<file path="src/rtl/acs4_pkg.sv">
package acs4_pkg;
  // Inbound branches per state and states per unit.
  localparam int RADIX = 4;
  // Passes each datapath makes per symbol iteration.
  localparam int NPASS = 2;
  // Datapaths per unit.
  localparam int NDP = RADIX / NPASS;
  // Width of the winning-branch index.
  localparam int DEC_W = $clog2(RADIX);
  // Register stages after the shared capture stage.
  localparam int PIPE_DEPTH = 5;
  // Stage-enable positions.
  localparam int ST_ADD  = 0;
  localparam int ST_CMP1 = 1;
  localparam int ST_SEL1 = 2;
  localparam int ST_CMP2 = 3;
  localparam int ST_SEL2 = 4;
endpackage

</file>
<file path="src/rtl/acs4_round.sv">
module acs4_round #(
  parameter int W = 11
) (
  input  logic         clk,
  input  logic         rst_n,
  input  logic         cmp_en_i,
  input  logic [W-1:0] a_i,
  input  logic [W-1:0] b_i,
  output logic [W-1:0] win_o,
  output logic         take_b_o
);
  logic [W-1:0] a_q, b_q, diff_q, diff_d;

  always_comb begin
    diff_d   = a_i - b_i;
    take_b_o = ~diff_q[W-1] & (|diff_q);
    win_o    = take_b_o ? b_q : a_q;
  end

  always_ff @(posedge clk or negedge rst_n) begin
    if (!rst_n) begin
      a_q    <= '0;
      b_q    <= '0;
      diff_q <= '0;
    end else if (cmp_en_i) begin
      a_q    <= a_i;
      b_q    <= b_i;
      diff_q <= diff_d;
    end
  end

  AST_TIE_LOWER: assert property (@(posedge clk) disable iff (!rst_n)
    (cmp_en_i && (a_i == b_i)) |=> !take_b_o);
endmodule

</file>
<file path="src/rtl/acs4_datapath.sv">
module acs4_datapath
  import acs4_pkg::*;
#(
  parameter int SM_W = 11,
  parameter int BM_W = 9
) (
  input  logic                    clk,
  input  logic                    rst_n,
  input  logic [PIPE_DEPTH-1:0]   en_i,
  input  logic [RADIX*SM_W-1:0]   sm_i,
  input  logic [RADIX*BM_W-1:0]   bm_i,
  output logic [SM_W-1:0]         metric_nxt_o,
  output logic [SM_W-1:0]         metric_o,
  output logic [DEC_W-1:0]        dec_o
);
  localparam int NPAIR = RADIX / 2;

  logic [SM_W-1:0] cand_d [RADIX];
  logic [SM_W-1:0] cand_q [RADIX];
  logic [SM_W-1:0] w1_d   [NPAIR];
  logic [SM_W-1:0] w1_q   [NPAIR];
  logic [NPAIR-1:0] s1_d, s1_q, carry_q;
  logic            s2_d, s2_q, lo_d, lo_q;

  // Path-metric add: wraps modulo 2^SM_W.
  always_comb begin
    for (int b = 0; b < RADIX; b++) begin
      cand_d[b] = sm_i[b*SM_W +: SM_W]
                + {{(SM_W-BM_W){1'b0}}, bm_i[b*BM_W +: BM_W]};
    end
  end

  always_ff @(posedge clk or negedge rst_n) begin
    if (!rst_n) begin
      for (int b = 0; b < RADIX; b++) cand_q[b] <= '0;
    end else if (en_i[ST_ADD]) begin
      for (int b = 0; b < RADIX; b++) cand_q[b] <= cand_d[b];
    end
  end

  // First round: pairwise compare, then select.
  for (genvar p = 0; p < NPAIR; p++) begin : g_r1
    acs4_round #(.W(SM_W)) u_round (
      .clk      (clk),
      .rst_n    (rst_n),
      .cmp_en_i (en_i[ST_CMP1]),
      .a_i      (cand_q[2*p]),
      .b_i      (cand_q[2*p+1]),
      .win_o    (w1_d[p]),
      .take_b_o (s1_d[p])
    );
  end

  always_ff @(posedge clk or negedge rst_n) begin
    if (!rst_n) begin
      for (int p = 0; p < NPAIR; p++) w1_q[p] <= '0;
      s1_q <= '0;
    end else if (en_i[ST_SEL1]) begin
      for (int p = 0; p < NPAIR; p++) w1_q[p] <= w1_d[p];
      s1_q <= s1_d;
    end
  end

  // First-round decisions travel beside the second compare.
  always_ff @(posedge clk or negedge rst_n) begin
    if (!rst_n)                carry_q <= '0;
    else if (en_i[ST_CMP2])    carry_q <= s1_q;
  end

  // Second round between the two pair winners.
  acs4_round #(.W(SM_W)) u_round2 (
    .clk      (clk),
    .rst_n    (rst_n),
    .cmp_en_i (en_i[ST_CMP2]),
    .a_i      (w1_q[0]),
    .b_i      (w1_q[1]),
    .win_o    (metric_nxt_o),
    .take_b_o (s2_d)
  );

  always_comb lo_d = s2_d ? carry_q[1] : carry_q[0];

  always_ff @(posedge clk or negedge rst_n) begin
    if (!rst_n) begin
      metric_o <= '0;
      s2_q     <= 1'b0;
      lo_q     <= 1'b0;
    end else if (en_i[ST_SEL2]) begin
      metric_o <= metric_nxt_o;
      s2_q     <= s2_d;
      lo_q     <= lo_d;
    end
  end

  always_comb dec_o = {s2_q, lo_q};
endmodule

</file>
<file path="src/rtl/acs4_ctrl.sv">
module acs4_ctrl
  import acs4_pkg::*;
(
  input  logic                  clk,
  input  logic                  rst_n,
  input  logic                  start_i,
  output logic [PIPE_DEPTH-1:0] en_o,
  output logic                  pass_add_o,
  output logic                  dec_vld_o,
  output logic                  dec_pass_o,
  output logic                  sm_wr_o
);
  logic [NPASS-1:0]      iss_q, iss_d;
  logic [PIPE_DEPTH-1:0] vld_q, vld_d, pas_q, pas_d;
  logic                  en_add;

  always_comb begin
    iss_d      = {iss_q[NPASS-2:0], start_i};
    en_add     = |iss_q;
    pass_add_o = iss_q[NPASS-1];
    vld_d      = {vld_q[PIPE_DEPTH-2:0], en_add};
    pas_d      = {pas_q[PIPE_DEPTH-2:0], pass_add_o};
    en_o       = {vld_q[PIPE_DEPTH-2:0], en_add};
    dec_vld_o  = vld_q[PIPE_DEPTH-1];
    dec_pass_o = pas_q[PIPE_DEPTH-1];
    sm_wr_o    = vld_q[PIPE_DEPTH-2] & pas_q[PIPE_DEPTH-2];
  end

  always_ff @(posedge clk or negedge rst_n) begin
    if (!rst_n) begin
      iss_q <= '0;
      vld_q <= '0;
      pas_q <= '0;
    end else begin
      iss_q <= iss_d;
      vld_q <= vld_d;
      pas_q <= pas_d;
    end
  end

  AST_PASS_ORDER: assert property (@(posedge clk) disable iff (!rst_n)
    (dec_vld_o && dec_pass_o) |-> $past(dec_vld_o && !dec_pass_o));
endmodule

</file>
<file path="src/rtl/acs4_radix4_unit.sv">
module acs4_radix4_unit
  import acs4_pkg::*;
#(
  parameter int SM_W     = 11,
  parameter int BM_W     = 9,
  parameter int ITER_LEN = 7
) (
  input  logic                         clk,
  input  logic                         rst_n,
  input  logic                         sym_start_i,
  input  logic [RADIX*SM_W-1:0]        pred_sm_i,
  input  logic [RADIX*RADIX*BM_W-1:0]  bm_i,
  output logic [RADIX*SM_W-1:0]        sm_o,
  output logic                         dec_vld_o,
  output logic                         dec_pass_o,
  output logic [NDP*DEC_W-1:0]         dec_o
);
  localparam int ROW_W = RADIX * BM_W;
  localparam int CNT_W = $clog2(ITER_LEN + 1);

  logic [RADIX*SM_W-1:0]       pred_q;
  logic [RADIX*RADIX*BM_W-1:0] bm_q;
  logic [RADIX*SM_W-1:0]       sm_q, sm_d;
  logic [PIPE_DEPTH-1:0]       stage_en;
  logic                        pass_add, sm_wr;
  logic [SM_W-1:0]             m_nxt [NDP];
  logic [SM_W-1:0]             m_cur [NDP];

  // Shared capture stage, loaded once per iteration.
  always_ff @(posedge clk or negedge rst_n) begin
    if (!rst_n) begin
      pred_q <= '0;
      bm_q   <= '0;
    end else if (sym_start_i) begin
      pred_q <= pred_sm_i;
      bm_q   <= bm_i;
    end
  end

  acs4_ctrl u_ctrl (
    .clk        (clk),
    .rst_n      (rst_n),
    .start_i    (sym_start_i),
    .en_o       (stage_en),
    .pass_add_o (pass_add),
    .dec_vld_o  (dec_vld_o),
    .dec_pass_o (dec_pass_o),
    .sm_wr_o    (sm_wr)
  );

  for (genvar d = 0; d < NDP; d++) begin : g_dp
    logic [ROW_W-1:0] bm_row;
    always_comb bm_row = pass_add ? bm_q[(d+NDP)*ROW_W +: ROW_W]
                                  : bm_q[d*ROW_W +: ROW_W];
    acs4_datapath #(.SM_W(SM_W), .BM_W(BM_W)) u_dp (
      .clk          (clk),
      .rst_n        (rst_n),
      .en_i         (stage_en),
      .sm_i         (pred_q),
      .bm_i         (bm_row),
      .metric_nxt_o (m_nxt[d]),
      .metric_o     (m_cur[d]),
      .dec_o        (dec_o[d*DEC_W +: DEC_W])
    );
  end

  // Output routing register: first-pass results sit in the final stage
  // while second-pass results leave the last select.
  always_comb begin
    sm_d = sm_q;
    if (sm_wr) begin
      for (int d = 0; d < NDP; d++) begin
        sm_d[d*SM_W +: SM_W]       = m_cur[d];
        sm_d[(d+NDP)*SM_W +: SM_W] = m_nxt[d];
      end
    end
  end

  always_ff @(posedge clk or negedge rst_n) begin
    if (!rst_n) sm_q <= '0;
    else        sm_q <= sm_d;
  end

  assign sm_o = sm_q;

  // Cycles since the last start strobe, saturating; used by checks only.
  logic [CNT_W-1:0] since_q, since_d;
  always_comb begin
    if (sym_start_i)                         since_d = '0;
    else if (since_q == CNT_W'(ITER_LEN))    since_d = since_q;
    else                                     since_d = since_q + 1'b1;
  end
  always_ff @(posedge clk or negedge rst_n) begin
    if (!rst_n) since_q <= CNT_W'(ITER_LEN);
    else        since_q <= since_d;
  end

  AST_START_SPACING: assert property (@(posedge clk) disable iff (!rst_n)
    sym_start_i |-> (since_q >= CNT_W'(ITER_LEN - 1)));
  AST_DEC_TIMING: assert property (@(posedge clk) disable iff (!rst_n)
    (dec_vld_o && !dec_pass_o) |-> (since_q == CNT_W'(PIPE_DEPTH)));
  AST_SM_ONCE: assert property (@(posedge clk) disable iff (!rst_n)
    !$stable(sm_o) |-> (dec_vld_o && dec_pass_o));
endmodule

</file>
<file path="config.mk">
export PLATFORM = sky130hd
export DESIGN_NAME = acs4_radix4_unit
export DESIGN_NICKNAME = d
export VERILOG_FILES = /design/src/rtl/acs4_pkg.sv /design/src/rtl/acs4_round.sv /design/src/rtl/acs4_datapath.sv /design/src/rtl/acs4_ctrl.sv /design/src/rtl/acs4_radix4_unit.sv
export SDC_FILE = /design/constraint.sdc
export NUM_CORES = 1
export LEC_CHECK = 0
export ABC_CLOCK_PERIOD_IN_PS = 7700
export CORE_MARGIN = 2
export CORE_UTILIZATION = 23
export CTS_BUF_LIST = sky130_fd_sc_hd__clkbuf_4
export DETAILED_ROUTE_END_ITERATION = 10
export DONT_BUFFER_PORTS = 1
export SKIP_CTS_REPAIR_TIMING = 1
export SLEW_MARGIN = 20
export SYNTH_ARGS = -nofsm -noshare
export SYNTH_HDL_FRONTEND = slang
export SYNTH_SLANG_ARGS = --single-unit
export TNS_END_PERCENT = 1
</file>
<file path="constraint.sdc">
create_clock -name clk -period 7.7 [get_ports clk]
set_input_delay 1.155 -clock clk [delete_from_list [all_inputs] [get_ports clk]]
set_output_delay 1.155 -clock clk [all_outputs]
set_load 0.05 [all_outputs]
</file>
==> results of run 1 <==
-- flip-flops by register name (all words and copies together) (netlist names), 5 cells and up --
register	cells
g_dp.u_dp.cand_q	88
g_dp.u_dp.u_round2.b_q	22
sm_o	44
g_dp.u_dp.u_round2.a_q	22
g_dp.u_dp.g_r1.u_round.a_q	44
pred_q	44
g_dp.u_dp.g_r1.u_round.diff_q	44
g_dp.u_dp.w1_q	44
u_ctrl.pas_q	5
bm_q	144
g_dp.u_dp.u_round2.diff_q	22
u_ctrl.vld_q	5
g_dp.u_dp.metric_o	22
g_dp.u_dp.g_r1.u_round.b_q	44
-- through the flow --
stage / hold slack, ps / worst slack (ps) / util / cells
after floorplan: 331 / 4810 / - / 2587
final: 56.5 / 3970 / 0.264 / 4532
after global placement: 336 / 4010 / 0.246 / 4222
after detailed placement: 335 / 3950 / 0.247 / 4226
after CTS: -387 / 3880 / 0.264 / 4522
after global routing: -13.8 / 3710 / 0.264 / 4530
-- worst min-delay path by stage --
stage | from | end | slack, ps | cells past startpoint
2_1_floorplan | u_ctrl.pas_q[0] | u_ctrl.pas_q[1] | 330 | 0
3_3_place_gp | u_ctrl.pas_q[2] | u_ctrl.pas_q[3] | 340 | 0
3_5_place_dp | u_ctrl.pas_q[2] | u_ctrl.pas_q[3] | 330 | 0
4_1_cts | rst_n | sm_o[22] | -390 | 0
5_1_grt | rst_n | sm_o[23] | -10 | 1
6_report | rst_n | sm_o[23] | 60 | 1
-- area by class of cell --
type / count / area (um2) / share of cell area
diodes: 8 / 20.0 / 0.000584
clock buffers: 241 / 1810 / 0.0528
clock inverters: 55 / 364 / 0.0106
inverters: 141 / 529 / 0.0154
multi-input cells: 1717 / 13900 / 0.406
flip-flops and latches: 608 / 15200 / 0.444
well taps: 1742 / 2180 / 0.0636
repair buffers: 20 / 235 / 0.00686
-- power groups by stage --
stage	registers, W	clock network, W	logic, W
finish	0.00553	0.00299	0.00434
global route	0.00569	0.00332	0.00491
global placement	0.00559	0	0.00422
CTS	0.00556	0.00315	0.00439
detailed placement	0.00561	0	0.00436
floorplan	0.00515	0	0.00347
-- placed cells by master, fill, tap and decap left out, types with 14 or more instances in the layout --
cell type / count
o21a_1: 52
nand3_1: 34
mux2i_1: 76
o211ai_1: 18
o21ai_1: 53
xor2_1: 20
o22ai_1: 22
dfrtp_1: 603
o21ai_0: 42
buf_4: 14
a21o_1: 16
nor3b_1: 24
nor3_1: 29
o31ai_1: 16
nor2_1: 146
xnor2_1: 48
nor2b_1: 19
fa_1: 14
inv_1: 139
clkinv_1: 35
a21oi_1: 182
nand2_1: 121
ha_1: 132
nor4_1: 16
clkbuf_4: 241
mux2_2: 442
a31oi_1: 18
nand2b_1: 22
o2111ai_1: 14
-- cells by family after synthesis --
kind of cell	Yosys count	synth area share
XOR/XNOR	68	0.0198
flip-flops	608	0.505
buffers and inverters	262	0.0345
AND/OR/NAND/NOR	453	0.0709
AO/OA/AOI/OAI	528	0.114
adder cells (fa/ha/maj)	146	0.0641
multiplexers	522	0.192
-- metal layers --
| metal | track usage | vias up | part of all wire |
|---|---|---|---|
| met4 | 0.0458 | 12 | 0.030 |
| met5 | 0 | - | 0.0010 |
| li1 | - | 9563 | - |
| met3 | 0.0350 | 161 | 0.054 |
| met1 | 0.157 | 9681 | 0.48 |
| met2 | 0.173 | 475 | 0.44 |
==> impl_metrics.ini, run 1 <==
[run_status]
status = finished, final reports clean

[cts]
cts_tree = yes
cts.sinks = 608
cts_max_level = 4
clock_latency_ps = 1100
cts.clk_slew.worst_paths_ps = 60
cts_buffer_depth = 3
numCtsBuffers = 175
cts_root_buf = clkbuf_4

[sta]
min_period_ps = 3730
setup_viol_count_final = 0
post-route-period-util = 0.484
final_hold_viol_count = 0
tns_ps = 0
final_max_slew_viol_count = 0
max_freq_mhz = 268
clock_skew_ps = 98.7
rsz0062_at_grt = no
worst_pin_slew_ps = 1050
worst_slew_margin_rel = 0.295

[floorplan]
row_count = 132
core_mm2 = 0.130
die_w_um = 366
die_area_mm2 = 0.134
ios = 241
die_h_um = 366
initial_core_util = 0.232

[pwr]
power.internal_w = 0.00782
totalPowerFinal_w = 0.0129
combPwrFrac = 0.338
p_leak_nw = 14.5
p_sw_frac = 0.392
ir_drop_mv = 0.210
power_density_mw_per_mm2 = 375
clock_power_share = 0.232
power.switching_w = 0.00504
p_seq_frac = 0.430

[layout]
n_fill_cell = 13800
final_layout_size_suffix_gt1_frac = 0.271
layout.nets = 3000
syn2layout_area_growth_pct = 13.7
final_area_mm2 = 0.0343

[synthesis]
netlist_instances = 2587
ys_async_sr_fraction = 1.00
yosysSeqAreaShare = 0.505
yosys.area.top_type = dfrtp_1
synth_common_cells = dfrtp_1, mux2_2, a21oi_1, nor2_1, inv_1
synth_top_area_share = 0.505
synth.net_count = 2924
yosys-top-cells-area = dfrtp_1, mux2_2, ha_1, a21oi_1, mux2i_1
ys.flop_type = dfrtp_1
yosysUniqueCellTypes = 61
yosysMostFrequentCell = dfrtp_1
mappedNetlistArea_mm2 = 0.0301
synth_seq_cells = 608
synth_edf_count = 0
ys_warn_count = 0
synth.avg_cell_area_um2 = 11.7

[routing]
avgRoutedWirePerCell_um = 17.0
first_pass_iters = 5
finalWirelength_mm = 77.1
drc = 0
first_iter_violations = 944
ant_nets = 0
via_per_inst = 4.39
dr_total_vias = 19900

[critical_path]
reg2reg_depth = 10
critical_path_required_ps = 8630
crit_buf_inv = 2
path_depth = 10
cp_cell_sequence = buf_4 -> mux2_2 -> ha_1 -> inv_1 -> fa_1 -> nor2b_4 -> o31a_1 -> o41a_1 -> a311o_1 -> o211ai_1
r2r_slack_ps = 3970
crit_slowest_cell = dfrtp_4
r2r-end = g_dp[1].u_dp.cand_q[43]
crit_end = g_dp[1].u_dp.cand_q[43]
rr_startpoint = u_ctrl.iss_q[1]
crit_fanout = 39
critical-path-top-delay-family = compound AO/OA/AOI/OAI gates
critPathLaunchType = flip-flop
crit_start = u_ctrl.iss_q[1]
worstSetupPathType = reg2reg
cp.arrival_ps = 4660
cpPeakStageDelay_ps = 820
worstSetupEndpointType = flip-flop

[global_routing]
grt.total_usage = 0.116
grt_pass1_wl_mm = 122
antenna_found_initial = 12
grt-ovfl-total = 0
grt_pass1_vias = 20500
grt_max_degree = 194

[min_path]
hp-class = in2async

[run]
drv_cap = 0

[place]
gp_congestion = 0.809
io_buffers = 0
dp.final_hpwl_mm = 55.3
placed_cell_area_mm2 = 0.0321
No activity file was read; power rests on OpenSTA's default activity.
==> run 2, diff against run 1 <==
--- a/config.mk
+++ b/config.mk
@@ -5,7 +5,7 @@
 export SDC_FILE = /design/constraint.sdc
 export NUM_CORES = 1
 export LEC_CHECK = 0
-export ABC_CLOCK_PERIOD_IN_PS = 7700
+export ABC_CLOCK_PERIOD_IN_PS = 3500
 export CORE_MARGIN = 2
 export CORE_UTILIZATION = 23
 export CTS_BUF_LIST = sky130_fd_sc_hd__clkbuf_4
==> constraint.sdc (replaced) <==
create_clock -name clk -period 3.5 [get_ports clk]
set_input_delay 0.525 -clock clk [delete_from_list [all_inputs] [get_ports clk]]
set_output_delay 0.525 -clock clk [all_outputs]
set_load 0.05 [all_outputs]
==> run 2 against run 1 <==
Against the previous run: sequential share of layout area is 3.5 points lower; wire length is 4.3% higher; global-route usage is 0.19 points lower; register-to-register slack worse by 3500 ps; clock power is 120% higher; worst hold slack better by 43 ps; highest routed layer unchanged.
==> impl_metrics.ini, run 2 (same netlist as run 1, synthesis figures left out) <==
[cts]
cts_root_buf = clkbuf_4
cts_buffer_depth = 3
numCtsBuffers = 172
cts_tree = yes
cts_max_level = 4
cts.sinks = 608
cts.clk_slew.worst_paths_ps = 70
clock_latency_ps = 1130

[floorplan]
die_w_um = 366
core_mm2 = 0.130
die_area_mm2 = 0.134
ios = 241
initial_core_util = 0.232
die_h_um = 366
row_count = 132

[critical_path]
r2r_slack_ps = 510
crit_fanout = 28
crit_start = u_ctrl.iss_q[1]
cp.arrival_ps = 3940
worstSetupEndpointType = flip-flop
crit_slowest_cell = dfrtp_4
reg2reg_depth = 10
critical-path-top-delay-family = compound AO/OA/AOI/OAI gates
cpPeakStageDelay_ps = 590
crit_end = g_dp[0].u_dp.cand_q[19]
path_depth = 10
r2r-end = g_dp[0].u_dp.cand_q[19]
critical_path_required_ps = 4450
cp_cell_sequence = buf_12 -> mux2_2 -> ha_1 -> inv_1 -> fa_1 -> nor2b_1 -> o31a_1 -> o41ai_2 -> nor4b_1 -> nor3_1
crit_buf_inv = 2
critPathLaunchType = flip-flop
rr_startpoint = u_ctrl.iss_q[1]
worstSetupPathType = reg2reg

[sta]
worst_pin_slew_ps = 971
post-route-period-util = 0.854
setup_viol_count_final = 0
setup_ws_ps = 511
worst_slew_margin_rel = 0.353
rsz0062_at_grt = no
min_period_ps = 2990
max_freq_mhz = 335
fin_hold_ws_ps = 99.6
clock_skew_ps = 103
tns_ps = 0
final_hold_viol_count = 0
final_max_slew_viol_count = 0

[routing]
via_per_inst = 4.36
finalWirelength_mm = 80.4
ant_nets = 0
first_iter_violations = 955
avgRoutedWirePerCell_um = 16.7
first_pass_iters = 4
dr_total_vias = 21000
drc = 0

[pwr]
totalPowerFinal_w = 0.0287
power_density_mw_per_mm2 = 773
p_leak_nw = 15.8
ir_drop_mv = 0.418

[global_routing]
grt_max_degree = 202
grt_pass1_vias = 20400
grt-ovfl-total = 0
antenna_found_initial = 7
grt_pass1_wl_mm = 120
grt.total_usage = 0.114

[min_path]
hp-class = in2reg

[place]
dp.final_hpwl_mm = 54.9
pre_cts_slack_ps = 544
placed_cell_area_mm2 = 0.0322
gp_congestion = 0.810
io_buffers = 0

[layout]
regMostFlops = bm_q
final_layout_size_suffix_gt1_frac = 0.249
largestRegisters = bm_q: 144 flops, g_dp.u_dp.cand_q: 88 flops
largest_register_ffs = 144
layout.nets = 3281
layout_commonest_cell = dfrtp_1
syn2layout_area_growth_pct = 23.5
n_fill_cell = 13500
final_area_mm2 = 0.0372
final_cell_mix = dfrtp_1, mux2_2, dlygate4sd3_1

[run_status]
status = finished, final reports clean

[run]
drv_cap = 0
==> run 2: cell types whose count changed in the layout (fill, tap and decap cells not counted), moves of 2 or more <==
cell	previous run	this run
buf_12	0	4
dlygate4sd3_1	2	273
clkinv_8	5	2
clkinv_1	35	42
inv_12	2	4
buf_4	14	20
clkbuf_4	241	239
buf_16	4	7
==> run 2: routing by layer <==
layer / up-vias / global-route usage / share of wire
li1: 10100 / - / -
met1: 10300 / 0.151 / 0.47
met2: 460 / 0.176 / 0.46
met3: 123 / 0.0357 / 0.050
met4: 4 / 0.0397 / 0.020
met5: - / 0 / 0.00034
==> run 2: worst min path at each step <==
stage / from / end / slack (ps) / cells past startpoint
detailed placement: rst_n / sm_o[2] / 230 / 0
global route: sym_start_i / pred_q[42] / 4 / 2
global placement: rst_n / sm_o[2] / 270 / 0
finish: pred_sm_i[0] / pred_q[0] / 100 / 2
CTS: rst_n / g_dp[1].u_dp.metric_o[7] / -1030 / 0
floorplan: rst_n / bm_q[0] / 230 / 0
==> run 2: through the flow <==
step | util | cells
global route | 0.287 | 4822
detailed placement | 0.248 | 4235
floorplan | - | 2587
CTS | 0.265 | 4536
global placement | 0.247 | 4232
finish | 0.287 | 4822
==> run 2: power breakdown <==
| group | switching [W] | total (W) | leakage [nW] | internal (W) |
|---|---|---|---|---|
| clock network | 0.00333 | 0.00663 | 1.28 | 0.00330 |
| logic | 0.00515 | 0.0100 | 7.44 | 0.00485 |
| registers | 0.00277 | 0.0121 | 7.06 | 0.00934 |
| total | 0.0113 | 0.0287 | 15.8 | 0.0175 |
==> run 2: cell type report <==
class / instances / area [um2] / share of cell area
flip-flops and latches: 608 / 15200 / 0.409
multi-input cells: 1717 / 13900 / 0.374
repair buffers: 304 / 3160 / 0.0848
well taps: 1742 / 2180 / 0.0586
clock buffers: 239 / 1790 / 0.0482
inverters: 141 / 529 / 0.0142
clock inverters: 62 / 385 / 0.0104
diodes: 9 / 22.5 / 0.000605
==> run 3, diff against run 2 <==
--- a/config.mk
+++ b/config.mk
@@ -6,6 +6,7 @@
 export NUM_CORES = 1
 export LEC_CHECK = 0
 export ABC_CLOCK_PERIOD_IN_PS = 3500
+export CORE_ASPECT_RATIO = 1.1
 export CORE_MARGIN = 2
 export CORE_UTILIZATION = 23
 export CTS_BUF_LIST = sky130_fd_sc_hd__clkbuf_4
==> run 3 against run 2 <==
Against the previous run: clock skew fell by 11 ps; first-iteration DRC count grew 19%; setup slack worse by 240 ps; critical endpoint is now g_dp[0].u_dp.cand_q[8]; largest cell class unchanged; largest power group unchanged.
==> impl_metrics.ini, run 3 (same netlist as run 1, synthesis figures left out) <==
[run_status]
status = finished, final reports clean

[floorplan]
die_area_mm2 = 0.134
ios = 241
die_w_um = 349
die_h_um = 384
initial_core_util = 0.231
core_mm2 = 0.130
row_count = 139

[cts]
cts.sinks = 608
cts.clk_slew.worst_paths_ps = 70
cts_buffer_depth = 3
numCtsBuffers = 175
cts_root_buf = clkbuf_4
cts_tree = yes
cts_max_level = 4
clock_latency_ps = 1150

[place]
io_buffers = 0
dpl.cell_count = 4177
gp_congestion = 0.800
dp.final_hpwl_mm = 54.5

[routing]
dr_total_vias = 21600
finalWirelength_mm = 82.8
ant_nets = 0
drc = 0
via_per_inst = 4.43
first_iter_violations = 1136
avgRoutedWirePerCell_um = 17.0
first_pass_iters = 5

[layout]
final_layout_size_suffix_gt1_frac = 0.240
largestRegisters = bm_q: 144 flops, g_dp.u_dp.cand_q: 88 flops
layout.nets = 3384
largest_register_ffs = 144
final_cells = 4881
n_fill_cell = 13300
layout_commonest_cell = dfrtp_1
regMostFlops = bm_q
final_cell_mix = dfrtp_1, mux2_2, dlygate4sd3_1
syn2layout_area_growth_pct = 26.6

[pwr]
power_density_mw_per_mm2 = 758
p_leak_nw = 16.2
ir_drop_mv = 0.362

[run]
drv_cap = 0

[sta]
worst_slew_margin_rel = 0.300
final_hold_viol_count = 0
clock_skew_ps = 92.0
final_max_slew_viol_count = 0
min_period_ps = 3230
worst_pin_slew_ps = 1050
rsz0062_at_grt = no
tns_ps = 0
setup_viol_count_final = 0
max_freq_mhz = 310
post-route-period-util = 0.922

[critical_path]
cp_cell_sequence = buf_12 -> mux2_2 -> ha_1 -> inv_1 -> fa_1 -> nand2b_1 -> a21boi_1 -> o41ai_2 -> nor4b_1 -> a211oi_1
crit_slowest_cell = dfrtp_4
rr_startpoint = u_ctrl.iss_q[1]
worstSetupEndpointType = flip-flop
cp.arrival_ps = 4190
worstSetupPathType = reg2reg
crit_fanout = 27
cpPeakStageDelay_ps = 810
r2r_slack_ps = 270
critPathLaunchType = flip-flop
r2r-end = g_dp[0].u_dp.cand_q[8]
reg2reg_depth = 10
critical_path_required_ps = 4460

[min_path]
hp-class = in2reg
worstHoldStart = sym_start_i
holdPathStages = 2
hold_end = bm_q[56]

[global_routing]
antenna_found_initial = 12
grt_max_degree = 609
grt.total_usage = 0.115
grtUsageMet1 = 0.147
top_usage_layer = met2
grt.met2_usage = 0.183
grt_pass1_wl_mm = 119
grt-ovfl-total = 0
met3_usage = 0.0390
grt_pass1_vias = 20500
==> run 3: critical path, delay by kind of cell (launching register included) <==
family                   cells  cell delay, ps
AO/OA/AOI/OAI                3             660
AND/OR/NAND/NOR              2             530
buffers and inverters        2             350
multiplexers                 1             360
adder cells (fa/ha/maj)      2             370
flip-flops                   1             810
==> run 3: stage by stage <==
step / hold WS (ps) / total power [W] / util / setup WS [ps] / instance area [um2]
global route: -3.53 / 0.0312 / 0.293 / 129 / 38100
CTS: -1050 / 0.0287 / 0.262 / 293 / 34200
global placement: 263 / 0.0216 / 0.246 / 467 / 32000
detailed placement: 260 / 0.0218 / 0.246 / 302 / 32000
finish: 108 / 0.0289 / 0.293 / 273 / 38200
floorplan: 229 / 0.0190 / - / 608 / 30100
==> run 3: power by group <==
group	switching, W	total (W)	internal (W)
Combinational	0.00516	0.0102	0.00500
Clock	0.00330	0.00661	0.00331
Sequential	0.00281	0.0122	0.00934
Total	0.0113	0.0289	0.0176
==> run 3: worst max-delay path by stage <==
stage,cells past startpoint,startpoint,endpoint
4_1_cts,10,u_ctrl.iss_q[1],g_dp[0].u_dp.cand_q[8]
2_1_floorplan,11,u_ctrl.iss_q[1],g_dp[1].u_dp.cand_q[43]
6_report,10,u_ctrl.iss_q[1],g_dp[0].u_dp.cand_q[8]
3_5_place_dp,10,u_ctrl.iss_q[1],g_dp[0].u_dp.cand_q[8]
3_3_place_gp,10,u_ctrl.iss_q[1],g_dp[0].u_dp.cand_q[32]
5_1_grt,10,u_ctrl.iss_q[1],g_dp[0].u_dp.cand_q[8]
==> run 3: layout make-up <==
type / instances / area (um2) / share of cell area
Antenna cell: 16 / 40.0 / 0.00105
Tap cell: 1692 / 2120 / 0.0555
Timing Repair Buffer: 404 / 4160 / 0.109
Clock inverter: 60 / 338 / 0.00885
Multi-Input combinational cell: 1717 / 13900 / 0.365
Inverter: 141 / 529 / 0.0139
Sequential cell: 608 / 15200 / 0.399
Clock buffer: 243 / 1820 / 0.0478
==> run 3: routing by layer <==
layer	routed length, um	vias up
met5	11	-
met4	2180	2
met3	3910	173
met2	39300	448
met1	37400	10700
li1	-	10300
